### config.mk
export PLATFORM = sky130hd
export DESIGN_NAME = desc_fetch_seq
export DESIGN_NICKNAME = d
export VERILOG_FILES = /design/src/rtl/desc_fetch_pkg.sv /design/src/rtl/desc_fetch_dp.sv /design/src/rtl/desc_fetch_ctrl.sv /design/src/rtl/desc_fetch_seq.sv
export SDC_FILE = /design/constraint.sdc
export NUM_CORES = 1
export LEC_CHECK = 0
export BUFFER_PORTS_ARGS = -buffer_cell sky130_fd_sc_hd__buf_2
export CAP_MARGIN = 20
export CORE_ASPECT_RATIO = 2
export CORE_MARGIN = 1
export CORE_UTILIZATION = 48
export DETAILED_ROUTE_END_ITERATION = 10
export PLACE_DENSITY = 0.8
export SYNTH_ARGS = -nofsm -noshare
export SYNTH_HDL_FRONTEND = slang
export SYNTH_HIERARCHICAL = 1
export SYNTH_SLANG_ARGS = --single-unit
export TNS_END_PERCENT = 50
### constraint.sdc
create_clock -name clk -period 3.09 [get_ports clk]
set_input_delay 0.1545 -clock clk [delete_from_list [all_inputs] [get_ports clk]]
set_output_delay 0.1545 -clock clk [all_outputs]
set_load 0.05 [all_outputs]
### src/rtl/desc_fetch_pkg.sv
package desc_fetch_pkg;

  // number of 32-bit words making up one descriptor
  localparam int DESC_WORDS = 3;

  typedef enum logic [1:0] {
    ST_IDLE = 2'd0,
    ST_VEC  = 2'd1,
    ST_WORD = 2'd2
  } fetchState_t;

  // strobes from control to datapath
  typedef struct packed {
    logic                  ldVec;    // load vector-table address
    logic                  ldPtr;    // accept pointer as descriptor start
    logic                  ldChain;  // advance to the chained descriptor
    logic [DESC_WORDS-1:0] capWord;  // capture descriptor word i
  } dpStrobe_t;

endpackage

### src/rtl/desc_fetch_dp.sv
module desc_fetch_dp
  import desc_fetch_pkg::*;
#(
  parameter int VEC_W = 7,
  parameter int ADDR_W = 24,
  parameter int DATA_W = 32,
  parameter int PTR_W = 16,
  parameter logic [ADDR_W-1:0] TABLE_BASE = 24'h000400,
  parameter logic [ADDR_W-1:0] WIN_LO = 24'hFFEC00,
  parameter logic [ADDR_W-1:0] WIN_HI = 24'hFFEFFF,
  localparam int MODE_W = DATA_W - ADDR_W,
  localparam int CNT_W = DATA_W / 2
) (
  input  logic              clk,
  input  logic              rstN,
  input  dpStrobe_t         strobe,
  input  logic [VEC_W-1:0]  actVector,
  input  logic [DATA_W-1:0] memRdata,
  output logic [ADDR_W-1:0] addrQ,
  output logic [ADDR_W-1:0] baseQ,
  output logic              ptrOk,
  output logic              chainOk,
  output logic [MODE_W-1:0] modeA,
  output logic [ADDR_W-1:0] srcAddr,
  output logic [MODE_W-1:0] modeB,
  output logic [ADDR_W-1:0] dstAddr,
  output logic [CNT_W-1:0]  countA,
  output logic [CNT_W-1:0]  countB
);

  localparam int BYTES_PER_WORD = DATA_W / 8;
  localparam int ALIGN_BITS = $clog2(BYTES_PER_WORD);
  localparam int DESC_BYTES = DESC_WORDS * BYTES_PER_WORD;
  localparam logic [ADDR_W-1:0] DESC_SPAN = ADDR_W'(DESC_BYTES);
  localparam logic [ADDR_W-1:0] WORD_STEP = ADDR_W'(BYTES_PER_WORD);
  localparam logic [ADDR_W-1:0] LAST_START = WIN_HI - DESC_SPAN + ADDR_W'(1);
  localparam logic [ADDR_W-PTR_W-1:0] PAGE = WIN_LO[ADDR_W-1:PTR_W];

  logic [ADDR_W-1:0] vecAddr;
  logic [ADDR_W-1:0] ptrCand;
  logic [ADDR_W-1:0] chainCand;
  logic              haveDesc;
  logic [DATA_W-1:0] wordQ [DESC_WORDS];

  // a start address is usable when aligned and the whole descriptor fits the window
  function automatic logic fitsWindow(input logic [ADDR_W-1:0] a);
    return (a[ALIGN_BITS-1:0] == '0) && (a >= WIN_LO) && (a <= LAST_START);
  endfunction

  assign vecAddr   = TABLE_BASE + ADDR_W'({actVector, 1'b0});
  assign ptrCand   = {PAGE, memRdata[PTR_W-1:0]};
  assign chainCand = baseQ + DESC_SPAN;
  assign ptrOk     = fitsWindow(ptrCand);
  assign chainOk   = haveDesc && fitsWindow(chainCand);

  // access address and descriptor base
  always_ff @(posedge clk or negedge rstN) begin
    if (!rstN) begin
      addrQ    <= '0;
      baseQ    <= '0;
      haveDesc <= 1'b0;
    end else begin
      if (strobe.ldVec) begin
        addrQ <= vecAddr;
      end else if (strobe.ldPtr) begin
        addrQ <= ptrCand;
        baseQ <= ptrCand;
      end else if (strobe.ldChain) begin
        addrQ <= chainCand;
        baseQ <= chainCand;
      end else if (|strobe.capWord) begin
        addrQ <= addrQ + WORD_STEP;
      end
      if (strobe.capWord[DESC_WORDS-1]) begin
        haveDesc <= 1'b1;
      end
    end
  end

  // one capture register per descriptor word
  for (genvar i = 0; i < DESC_WORDS; i++) begin : gWord
    always_ff @(posedge clk or negedge rstN) begin
      if (!rstN) begin
        wordQ[i] <= '0;
      end else if (strobe.capWord[i]) begin
        wordQ[i] <= memRdata;
      end
    end

    // word i is read at base + i words
    a_r2_word_offset: assert property (@(posedge clk) disable iff (!rstN)
      strobe.capWord[i] |-> (addrQ == baseQ + ADDR_W'(i * BYTES_PER_WORD)));
  end

  // field unpacking
  assign modeA   = wordQ[0][DATA_W-1:ADDR_W];
  assign srcAddr = wordQ[0][ADDR_W-1:0];
  assign modeB   = wordQ[1][DATA_W-1:ADDR_W];
  assign dstAddr = wordQ[1][ADDR_W-1:0];
  assign countA  = wordQ[2][DATA_W-1:CNT_W];
  assign countB  = wordQ[2][CNT_W-1:0];

  // a loaded descriptor always sits wholly inside the window, aligned
  a_r5_base_in_window: assert property (@(posedge clk) disable iff (!rstN)
    haveDesc |-> fitsWindow(baseQ));

endmodule

### src/rtl/desc_fetch_ctrl.sv
module desc_fetch_ctrl
  import desc_fetch_pkg::*;
(
  input  logic      clk,
  input  logic      rstN,
  input  logic      actValid,
  input  logic      chainReq,
  input  logic      memReady,
  input  logic      ptrOk,
  input  logic      chainOk,
  output dpStrobe_t strobe,
  output logic      memReq,
  output logic      memHalf,
  output logic      busy,
  output logic      fetchDone,
  output logic      fetchErr
);

  localparam int IDX_W = $clog2(DESC_WORDS);
  localparam logic [IDX_W-1:0] LAST_IDX = IDX_W'(DESC_WORDS - 1);

  fetchState_t     state;
  fetchState_t     stateNext;
  logic [IDX_W-1:0] wordIdx;
  logic            doneSet;
  logic            errSet;

  always_comb begin
    stateNext = state;
    strobe    = '0;
    doneSet   = 1'b0;
    errSet    = 1'b0;
    unique case (state)
      ST_IDLE: begin
        if (actValid) begin
          strobe.ldVec = 1'b1;
          stateNext    = ST_VEC;
        end else if (chainReq) begin
          if (chainOk) begin
            strobe.ldChain = 1'b1;
            stateNext      = ST_WORD;
          end else begin
            errSet = 1'b1;
          end
        end
      end
      ST_VEC: begin
        if (memReady) begin
          if (ptrOk) begin
            strobe.ldPtr = 1'b1;
            stateNext    = ST_WORD;
          end else begin
            errSet    = 1'b1;
            stateNext = ST_IDLE;
          end
        end
      end
      ST_WORD: begin
        if (memReady) begin
          for (int i = 0; i < DESC_WORDS; i++) begin
            strobe.capWord[i] = (wordIdx == IDX_W'(i));
          end
          if (wordIdx == LAST_IDX) begin
            doneSet   = 1'b1;
            stateNext = ST_IDLE;
          end
        end
      end
      default: stateNext = ST_IDLE;
    endcase
  end

  always_ff @(posedge clk or negedge rstN) begin
    if (!rstN) begin
      state     <= ST_IDLE;
      wordIdx   <= '0;
      fetchDone <= 1'b0;
      fetchErr  <= 1'b0;
    end else begin
      state     <= stateNext;
      fetchDone <= doneSet;
      fetchErr  <= errSet;
      if (strobe.ldPtr || strobe.ldChain) begin
        wordIdx <= '0;
      end else if (|strobe.capWord) begin
        wordIdx <= wordIdx + IDX_W'(1);
      end
    end
  end

  assign memReq  = (state != ST_IDLE);
  assign memHalf = (state == ST_VEC);
  assign busy    = memReq;

  // completion is a single-cycle pulse
  a_r7_done_single: assert property (@(posedge clk) disable iff (!rstN)
    fetchDone |=> !fetchDone);

  // a fetch ends either loaded or rejected, never both
  a_r4_outcome_excl: assert property (@(posedge clk) disable iff (!rstN)
    !(fetchDone && fetchErr));

  // a fetch in flight is left only through a completed access
  a_r9_busy_holds: assert property (@(posedge clk) disable iff (!rstN)
    (busy && !memReady) |=> busy);

  // the pointer read precedes every word read of an activation
  a_r2_ptr_first: assert property (@(posedge clk) disable iff (!rstN)
    (state == ST_IDLE && actValid) |=> memHalf);

endmodule

### src/rtl/desc_fetch_seq.sv
module desc_fetch_seq
  import desc_fetch_pkg::*;
#(
  parameter int VEC_W = 7,
  parameter int ADDR_W = 24,
  parameter int DATA_W = 32,
  parameter int PTR_W = 16,
  parameter logic [ADDR_W-1:0] TABLE_BASE = 24'h000400,
  parameter logic [ADDR_W-1:0] WIN_LO = 24'hFFEC00,
  parameter logic [ADDR_W-1:0] WIN_HI = 24'hFFEFFF,
  localparam int MODE_W = DATA_W - ADDR_W,
  localparam int CNT_W = DATA_W / 2
) (
  input  logic              clk,
  input  logic              rstN,
  input  logic              actValid,
  input  logic [VEC_W-1:0]  actVector,
  input  logic              chainReq,
  output logic              memReq,
  output logic              memHalf,
  output logic [ADDR_W-1:0] memAddr,
  input  logic              memReady,
  input  logic [DATA_W-1:0] memRdata,
  output logic              busy,
  output logic              fetchDone,
  output logic              fetchErr,
  output logic [ADDR_W-1:0] descAddr,
  output logic [MODE_W-1:0] descModeA,
  output logic [ADDR_W-1:0] descSrc,
  output logic [MODE_W-1:0] descModeB,
  output logic [ADDR_W-1:0] descDst,
  output logic [CNT_W-1:0]  descCountA,
  output logic [CNT_W-1:0]  descCountB
);

  dpStrobe_t         strobe;
  logic              ptrOk;
  logic              chainOk;
  logic [ADDR_W-1:0] addrQ;
  logic [ADDR_W-1:0] baseQ;

  desc_fetch_ctrl uCtrl (
    .clk      (clk),
    .rstN     (rstN),
    .actValid (actValid),
    .chainReq (chainReq),
    .memReady (memReady),
    .ptrOk    (ptrOk),
    .chainOk  (chainOk),
    .strobe   (strobe),
    .memReq   (memReq),
    .memHalf  (memHalf),
    .busy     (busy),
    .fetchDone(fetchDone),
    .fetchErr (fetchErr)
  );

  desc_fetch_dp #(
    .VEC_W     (VEC_W),
    .ADDR_W    (ADDR_W),
    .DATA_W    (DATA_W),
    .PTR_W     (PTR_W),
    .TABLE_BASE(TABLE_BASE),
    .WIN_LO    (WIN_LO),
    .WIN_HI    (WIN_HI)
  ) uDp (
    .clk      (clk),
    .rstN     (rstN),
    .strobe   (strobe),
    .actVector(actVector),
    .memRdata (memRdata),
    .addrQ    (addrQ),
    .baseQ    (baseQ),
    .ptrOk    (ptrOk),
    .chainOk  (chainOk),
    .modeA    (descModeA),
    .srcAddr  (descSrc),
    .modeB    (descModeB),
    .dstAddr  (descDst),
    .countA   (descCountA),
    .countB   (descCountB)
  );

  assign memAddr  = addrQ;
  assign descAddr = baseQ;

  // an access that has not been granted keeps its request steady
  a_r8_hold_request: assert property (@(posedge clk) disable iff (!rstN)
    (memReq && !memReady) |=> (memReq && $stable(memAddr) && $stable(memHalf)));

endmodule

==> flow_metrics.tcl, run 1 <==
set metrics [dict create \
    dp_hpwl_um 17700 \
    hp-class "input pin to register" \
    gr-usage-met1 0.301 \
    root_buffer "clkbuf_16" \
    fmaxAchievable_ghz 0.309 \
    setup_viol 24 \
    fin_nets 1028 \
    cts_tree "done" \
    vias 7116 \
    synthTopCellsByArea "dfrtp_1, mux2_2, a21oi_1, o21ai_0, nand2_1" \
    crit_top_cell "inv_2" \
    antennaDiodeCount 0 \
    routed_wl_um 24900 \
    syn_avg_cell_area_um2 10.8 \
    fin_worst_skew_ps 6.67 \
    ioPinCount 193 \
    timing.final.max_slew_violations 0 \
    cts.sink_count 151 \
    required_ps 3350 \
    setup.worst_path.class "register to register" \
    r2r_end "uDp/baseQ[23]" \
    grt_max_degree 82 \
    htree_levels 4 \
    dp_slack_ps -103 \
    num_rows 64 \
    min_period_ps 3230 \
    die_w_um 90.9 \
    grt_pass1_vias 7384 \
    final_hold_viol_count 0 \
    post_drt_via_cell_ratio 5.99 \
    synth_nets 750 \
    total_power_mw 5.11 \
    hold_depth 2 \
    ys_ff_latch 151 \
    grt_use_met3 0.0664 \
    worstHoldEndpoint "uDp/modeB[1]" \
    max_stage_delay_ps 400 \
    drtPass1Iterations 6 \
    synth_area_leader_cell "dfrtp_1" \
    r2r_cells 16 \
    coreArea_um2 15400 \
    crit_path_start_kind "register" \
    leakagePower_nw 5.36 \
    drive_above_1_share 0.489 \
    p_per_area_nw_per_um2 488 \
    path_cells "inv_2 > ha_4 > and4b_2 > nand3_2 > xnor2_2 > nor4_4 > o311ai_4 > a211oi_2 > nand2_1 > inv_2 > inv_4 > buf_6 > nor3_2 > nand4_1 > mux2i_1 > a2bb2oi_1" \
    synth_common_cells "dfrtp_1, mux2_2, nand2_1" \
    use_met2 0.558 \
    crit_path_max_fanout 4 \
    drc_errors 0 \
    synth_edf_count 0 \
    final_cell_area_um2 10500 \
    top_usage_layer "met2" \
    first_iter_violations 463 \
    setup_ws_ps -143 \
    synthToLayoutAreaGrowth_pct 38.1 \
    outcome "complete, but fails checks" \
    max-vdd-ir-drop_mv 0.574 \
    finalCritPeriodShare 1.05 \
    die_area_um2 16300 \
    track_usage 0.305 \
    yosysSeqAreaShare 0.498 \
    synth_top_cell_area_share 0.498 \
    finalWeightedCongestion 0.971 \
    worst-r2r-setup-slack_ps -140 \
    synth_cells 699 \
    rsz0062_at_grt "yes" \
    ys_types 73 \
    slowest_stage "dfrtp_2" \
    synth_area_um2 7580 \
    clockBufferDepth 2 \
    clkLatencyLatePin_ps 420 \
    tightest_slew_ps 770 \
    synth.most_common_cell "dfrtp_1" \
    end_kind "register" \
    grt_pass1_wl_um 38400 \
    die_h_um 180 \
    placed_cell_area_um2 9370 \
    antenna_found_initial 0 \
    postRouteAntennaNets 0 \
    numPortBuffers 192 \
    violations "negative setup slack" \
    wl_per_cell_um 20.9 \
    overflow 0 \
    maxCapViolCount 0 \
    critPathArrivalTime_ps 3500 \
    min_from "memRdata[25]" \
    clk_pin_slew_ps 60 \
    start_util 0.493 \
    max_slew_margin 0.486 \
    cts_made_buffers 17 \
    yosysWarnings 6 \
    async_reset_ff_frac 1.00 \
    yosys_most_used_dff "dfrtp_1" \
    r2r_start "uDp/baseQ[3]" \
]
==> power by group <==
part	total, mW	switching, mW	internal, mW
Combinational	0.899	0.621	0.278
Sequential	2.14	0.0913	2.05
Clock	2.07	0.813	1.25
==> final cells by class <==
cell class                      instances  area, um^2
Clock buffer                           22         474
Clock inverter                         10         120
Fill cell                            1180        4910
Inverter                               17        68.8
Multi-Input combinational cell        483        3810
Sequential cell                       151        3790
Tap cell                              198         248
Timing Repair Buffer                  307        1950
==> timing repair <==
| item | 4_1_cts | 5_1_grt |
|---|---|---|
| resized for setup | 9 | 26 |
| hold buffers | 17 | 0 |
| pin swaps | 4 | 8 |
| buffers inserted | 5 | 12 |
| endpoints found under the hold margin | 119 | 0 |
| gates cloned | 0 | 0 |
| endpoints found under the setup margin | 20 | 45 |
==> per-layer routing <==
layer	part of all wire	wire length (um)
met1	0.33	8270
met2	0.54	13300
met3	0.067	1670
met4	0.064	1600
met5	0	0
==> worst max-delay path, delay by kind of cell (launching register included) <==
family,cells,cell delay (ps)
DFF,1,400
adders and majority gates,1,170
buffers and inverters,4,410
muxes,1,190
xor gates and xnor gates,1,180
AOI/OAI and AO/OA,3,450
and+or+nand+nor,6,1290
==> stage by stage <==
| step | hold slack (ps) | std cells | utilization | setup TNS (ps) |
|---|---|---|---|---|
| 2_1_floorplan | -141 | 699 | - | -475 |
| 4_1_cts | 0.178 | 1177 | 0.665 | 0 |
| 3_5_place_dp | 256 | 1123 | 0.610 | -941 |
| 5_1_grt | 15.0 | 1188 | 0.681 | -4430 |
| 6_report | 9.92 | 1188 | 0.681 | -1400 |
| 3_3_place_gp | 262 | 1123 | 0.610 | -21.4 |
==> sequential cells by signal, summed over array words and instances (netlist names), 8 cells and up <==
| register | flops |
|---|---|
| uDp/srcAddr | 24 |
| uDp/addrQ | 24 |
| uDp/modeB | 8 |
| uDp/baseQ | 24 |
| uDp/dstAddr | 24 |
| uDp/countA | 16 |
| uDp/countB | 16 |
| uDp/modeA | 8 |
==> cells by family (layout without fill, tap and decap cells) <==
| group | Yosys count | after routing | share of synthesized area |
|---|---|---|---|
| flip-flops | 151 | 151 | 0.498 |
| multiplexers | 104 | 104 | 0.154 |
| AO/OA/AOI/OAI | 147 | 147 | 0.125 |
| adder cells (fa/ha/maj) | 7 | 7 | 0.0116 |
| AND/OR/NAND/NOR | 201 | 201 | 0.146 |
| buffers and inverters | 65 | 356 | 0.0375 |
| XOR/XNOR | 24 | 24 | 0.0277 |
==> worst max-delay path by stage <==
stage | slack (ps) | start | endpoint
6_report | -140 | uDp/baseQ[3] | uDp/baseQ[23]
3_3_place_gp | -20 | uDp/baseQ[3] | uDp/baseQ[16]
2_1_floorplan | -90 | uDp/baseQ[2] | uDp/addrQ[2]
3_5_place_dp | -100 | uDp/baseQ[3] | uDp/baseQ[19]
5_1_grt | -250 | uDp/baseQ[3] | uDp/baseQ[16]
4_1_cts | 5 | uDp/baseQ[3] | uDp/addrQ[23]
==> cells in the final DEF (no fill, tap or decap), types with 4 or more instances in the layout <==
cell type / n
nor3_1: 16
xnor2_1: 13
nand3_1: 18
and3_1: 5
a22oi_1: 7
o21ai_0: 34
a31oi_1: 5
mux2_2: 98
a21oi_1: 42
buf_2: 191
dfrtp_1: 140
nor2_1: 40
buf_4: 89
dlygate4sd3_1: 17
buf_6: 4
dfrtp_2: 11
a211oi_1: 4
ha_1: 6
clkinvlp_4: 5
nand4_1: 12
o22a_1: 4
inv_1: 13
and2_1: 6
buf_12: 5
and4_1: 5
or3_1: 4
mux2i_1: 5
nand2_1: 43
clkbuf_16: 17
xor2_1: 7
a22o_1: 4
nand3b_1: 5
nor4_4: 5
nor4_1: 4
No activity file was read; power rests on OpenSTA's default activity.
==> inputs of run 2 (changes only) <==
Settings changed: ABC_AREA from default to 1, MAX_ROUTING_LAYER from default to met4.
==> run 2 against run 1 <==
Compared with the run above:
- the run now ends clean
- total power increased by 2.7%
- synthesized cell count increased by 37%
- sequential share of layout area increased by 2.2 points
- clock skew increased by 6.3 ps
- count of clock-buffer cells in the layout decreased by 4
- synthesized area decreased by 2.1%
- clock power increased by 5%
- largest cell class is now registers
- largest power group unchanged
==> flow_metrics.tcl, run 2 <==
set metrics [dict create \
    r2r_start "uDp/baseQ[2]" \
    min_period_ps 2990 \
    sw_frac_of_total 0.328 \
    tightest_slew_ps 707 \
    grt_pass1_wl_um 40400 \
    required_ps 3350 \
    multi_input_area_um2 3350 \
    max_slew_margin 0.529 \
    clkLatencyLatePin_ps 430 \
    path_cells "buf_4 > nor2_1 > nor2_4 > nand2_4 > o21ai_0 > nand2_2 > nand3_2 > nor3_2 > nand2_1 > nor2_2 > nand3_2 > nor2_4 > nor2_4 > nor2_1 > inv_1 > buf_4 > nand2_1 > nand2_1" \
    postRouteAntennaNets 0 \
    ioPinCount 193 \
    timing.final.max_slew_violations 0 \
    leakagePower_nw 5.49 \
    max-vdd-ir-drop_mv 0.383 \
    yosysWarnings 6 \
    grt_max_degree 77 \
    drive_above_1_share 0.284 \
    post_drt_via_cell_ratio 5.43 \
    die_h_um 178 \
    finalCritPeriodShare 0.969 \
    dp_hpwl_um 19000 \
    mostFrequentLayoutCell "nand2_1" \
    placed_cell_area_um2 8820 \
    vias 7701 \
    cts_made_buffers 17 \
    hold_slack_ps 13.9 \
    die_area_um2 16000 \
    syn_avg_cell_area_um2 7.76 \
    fmaxAchievable_ghz 0.334 \
    coreArea_um2 15200 \
    dp_slack_ps 99.1 \
    crit_path_start_kind "register" \
    outcome "finished clean" \
    setup.worst_path.class "register to register" \
    cts.sink_count 151 \
    mostFrequentLayoutCells "nand2_1, buf_2, dfrtp_1" \
    switchingPower_mw 1.72 \
    synth_cells 957 \
    drtPass1Iterations 5 \
    grt_pass1_vias 7655 \
    routed_wl_um 26700 \
    clk_pin_slew_ps 70 \
    track_usage 0.346 \
    hp-class "input pin to register" \
    async_reset_ff_frac 1.00 \
    crit_path_max_fanout 14 \
    p_clk_frac 0.413 \
    synth_top_cell_area_share 0.509 \
    fin_util 0.647 \
    total_power_mw 5.24 \
    overflow 0 \
    end_kind "register" \
    setup_viol 0 \
    antenna_found_initial 0 \
    synth_common_cells "nand2_1, dfrtp_1, inv_1" \
    fin_nets 1257 \
    final_hold_viol_count 0 \
    synth_area_leader_cell "dfrtp_1" \
    intPower_mw 3.53 \
    ys_types 42 \
    synth_edf_count 0 \
    fin_worst_skew_ps 13.0 \
    synth_area_um2 7420 \
    root_buffer "clkbuf_16" \
    clockBufferDepth 2 \
    num_rows 64 \
    final_cell_area_um2 9850 \
    p_comb_frac 0.171 \
    setup_ws_ps 95.9 \
    slowest_stage "dfrtp_2" \
    start_util 0.488 \
    synthTopCellsByArea "dfrtp_1, nand2_1, inv_1, o21ai_0, nor2_1" \
    yosysSeqAreaShare 0.509 \
    synth_nets 1008 \
    wl_per_cell_um 18.8 \
    antennaDiodeCount 0 \
    numPortBuffers 192 \
    die_w_um 89.9 \
    seqCellArea_um2 3790 \
    startpoint "uDp/baseQ[2]" \
    critPathArrivalTime_ps 3250 \
    ys_ff_latch 151 \
    maxCapViolCount 0 \
    htree_levels 4 \
    drc_errors 0 \
    yosys_most_used_dff "dfrtp_1" \
    first_iter_violations 610 \
    min_from "memRdata[7]" \
    pwr-share-seq 0.416 \
    synthToLayoutAreaGrowth_pct 32.7 \
    nFillCells 1313 \
    synth.most_common_cell "nand2_1" \
    rsz0062_at_grt "yes" \
    cts_tree "done" \
    max_stage_delay_ps 420 \
    finalWeightedCongestion 0.990 \
    p_per_area_nw_per_um2 533 \
]
==> run 2: cell count changes in the layout (fill, tap and decap cells not counted), sizes merged, moves of 9 or more <==
cell,delta
and2,-9
nand2,+376
inv,+64
mux2,-99
buf,-51
nor2,+27
o21ai,+25
xnor2,-15
nand3,+21
a21oi,-23
==> run 2: cells by family after synthesis <==
logic type	synth area share
compound gates	0.0964
flops	0.509
xor+xnor	0.00944
buf+inv	0.0583
fa+ha+maj	0.0118
simple gates	0.315
==> run 2: final cells by class <==
cell class | instances | share of cell area
sequential | 151 | 0.385
multi-input combinational | 695 | 0.340
timing repair buffer | 262 | 0.157
clock buffer | 18 | 0.0436
inverter | 79 | 0.0301
tap | 198 | 0.0252
clock inverter | 14 | 0.0189
==> run 2: final timing paths <==
check	end	slack, ps	cells after the start
max	uDp/baseQ[6]	100	18
min	uDp/dstAddr[7]	10	3
max reg2reg	uDp/baseQ[6]	100	18
min reg2reg	uDp/modeA[4]	470	2
max in group asynchronous	uDp/baseQ[18]	1940	3
min in group asynchronous	uDp/countB[9]	320	2
==> run 2: worst max-delay path, delay by kind of cell, from the launching register on <==
family	cells	cell delay (ps)
AOI/OAI and AO/OA	1	120
buffers and inverters	3	450
DFF	1	420
and+or+nand+nor	14	1830
==> run 2: per-layer routing <==
layer  track usage  vias up  routed length (um)
li1              -     3555                   -
met1         0.341     3596                8670
met2         0.607      412               14000
met3        0.0737      138                1910
met4         0.237        0                2050
met5             -        -                   0
==> run 2: metrics by stage <==
stage,setup TNS [ps],std cells
after floorplan,0,957
after global placement,0,1356
after detailed placement,0,1356
after CTS,0,1411
after global routing,-1120,1417
final,0,1417
==> run 2: timing repair <==
action	in CTS	in global routing
setup buffers	0	6
resized for setup	0	43
setup endpoints to repair	0	48
hold buffers	23	0
endpoints found under the hold margin	132	0
==> run 2: power groups by stage <==
| stage | registers, mW | logic, mW | clock network [mW] |
|---|---|---|---|
| final | 2.18 | 0.895 | 2.17 |
| after global routing | 2.20 | 0.951 | 2.27 |
| after CTS | 2.18 | 0.876 | 2.19 |
| after detailed placement | 2.22 | 0.851 | 0 |
| after global placement | 2.21 | 0.841 | 0 |
| after floorplan | 2.46 | 0.277 | 0 |
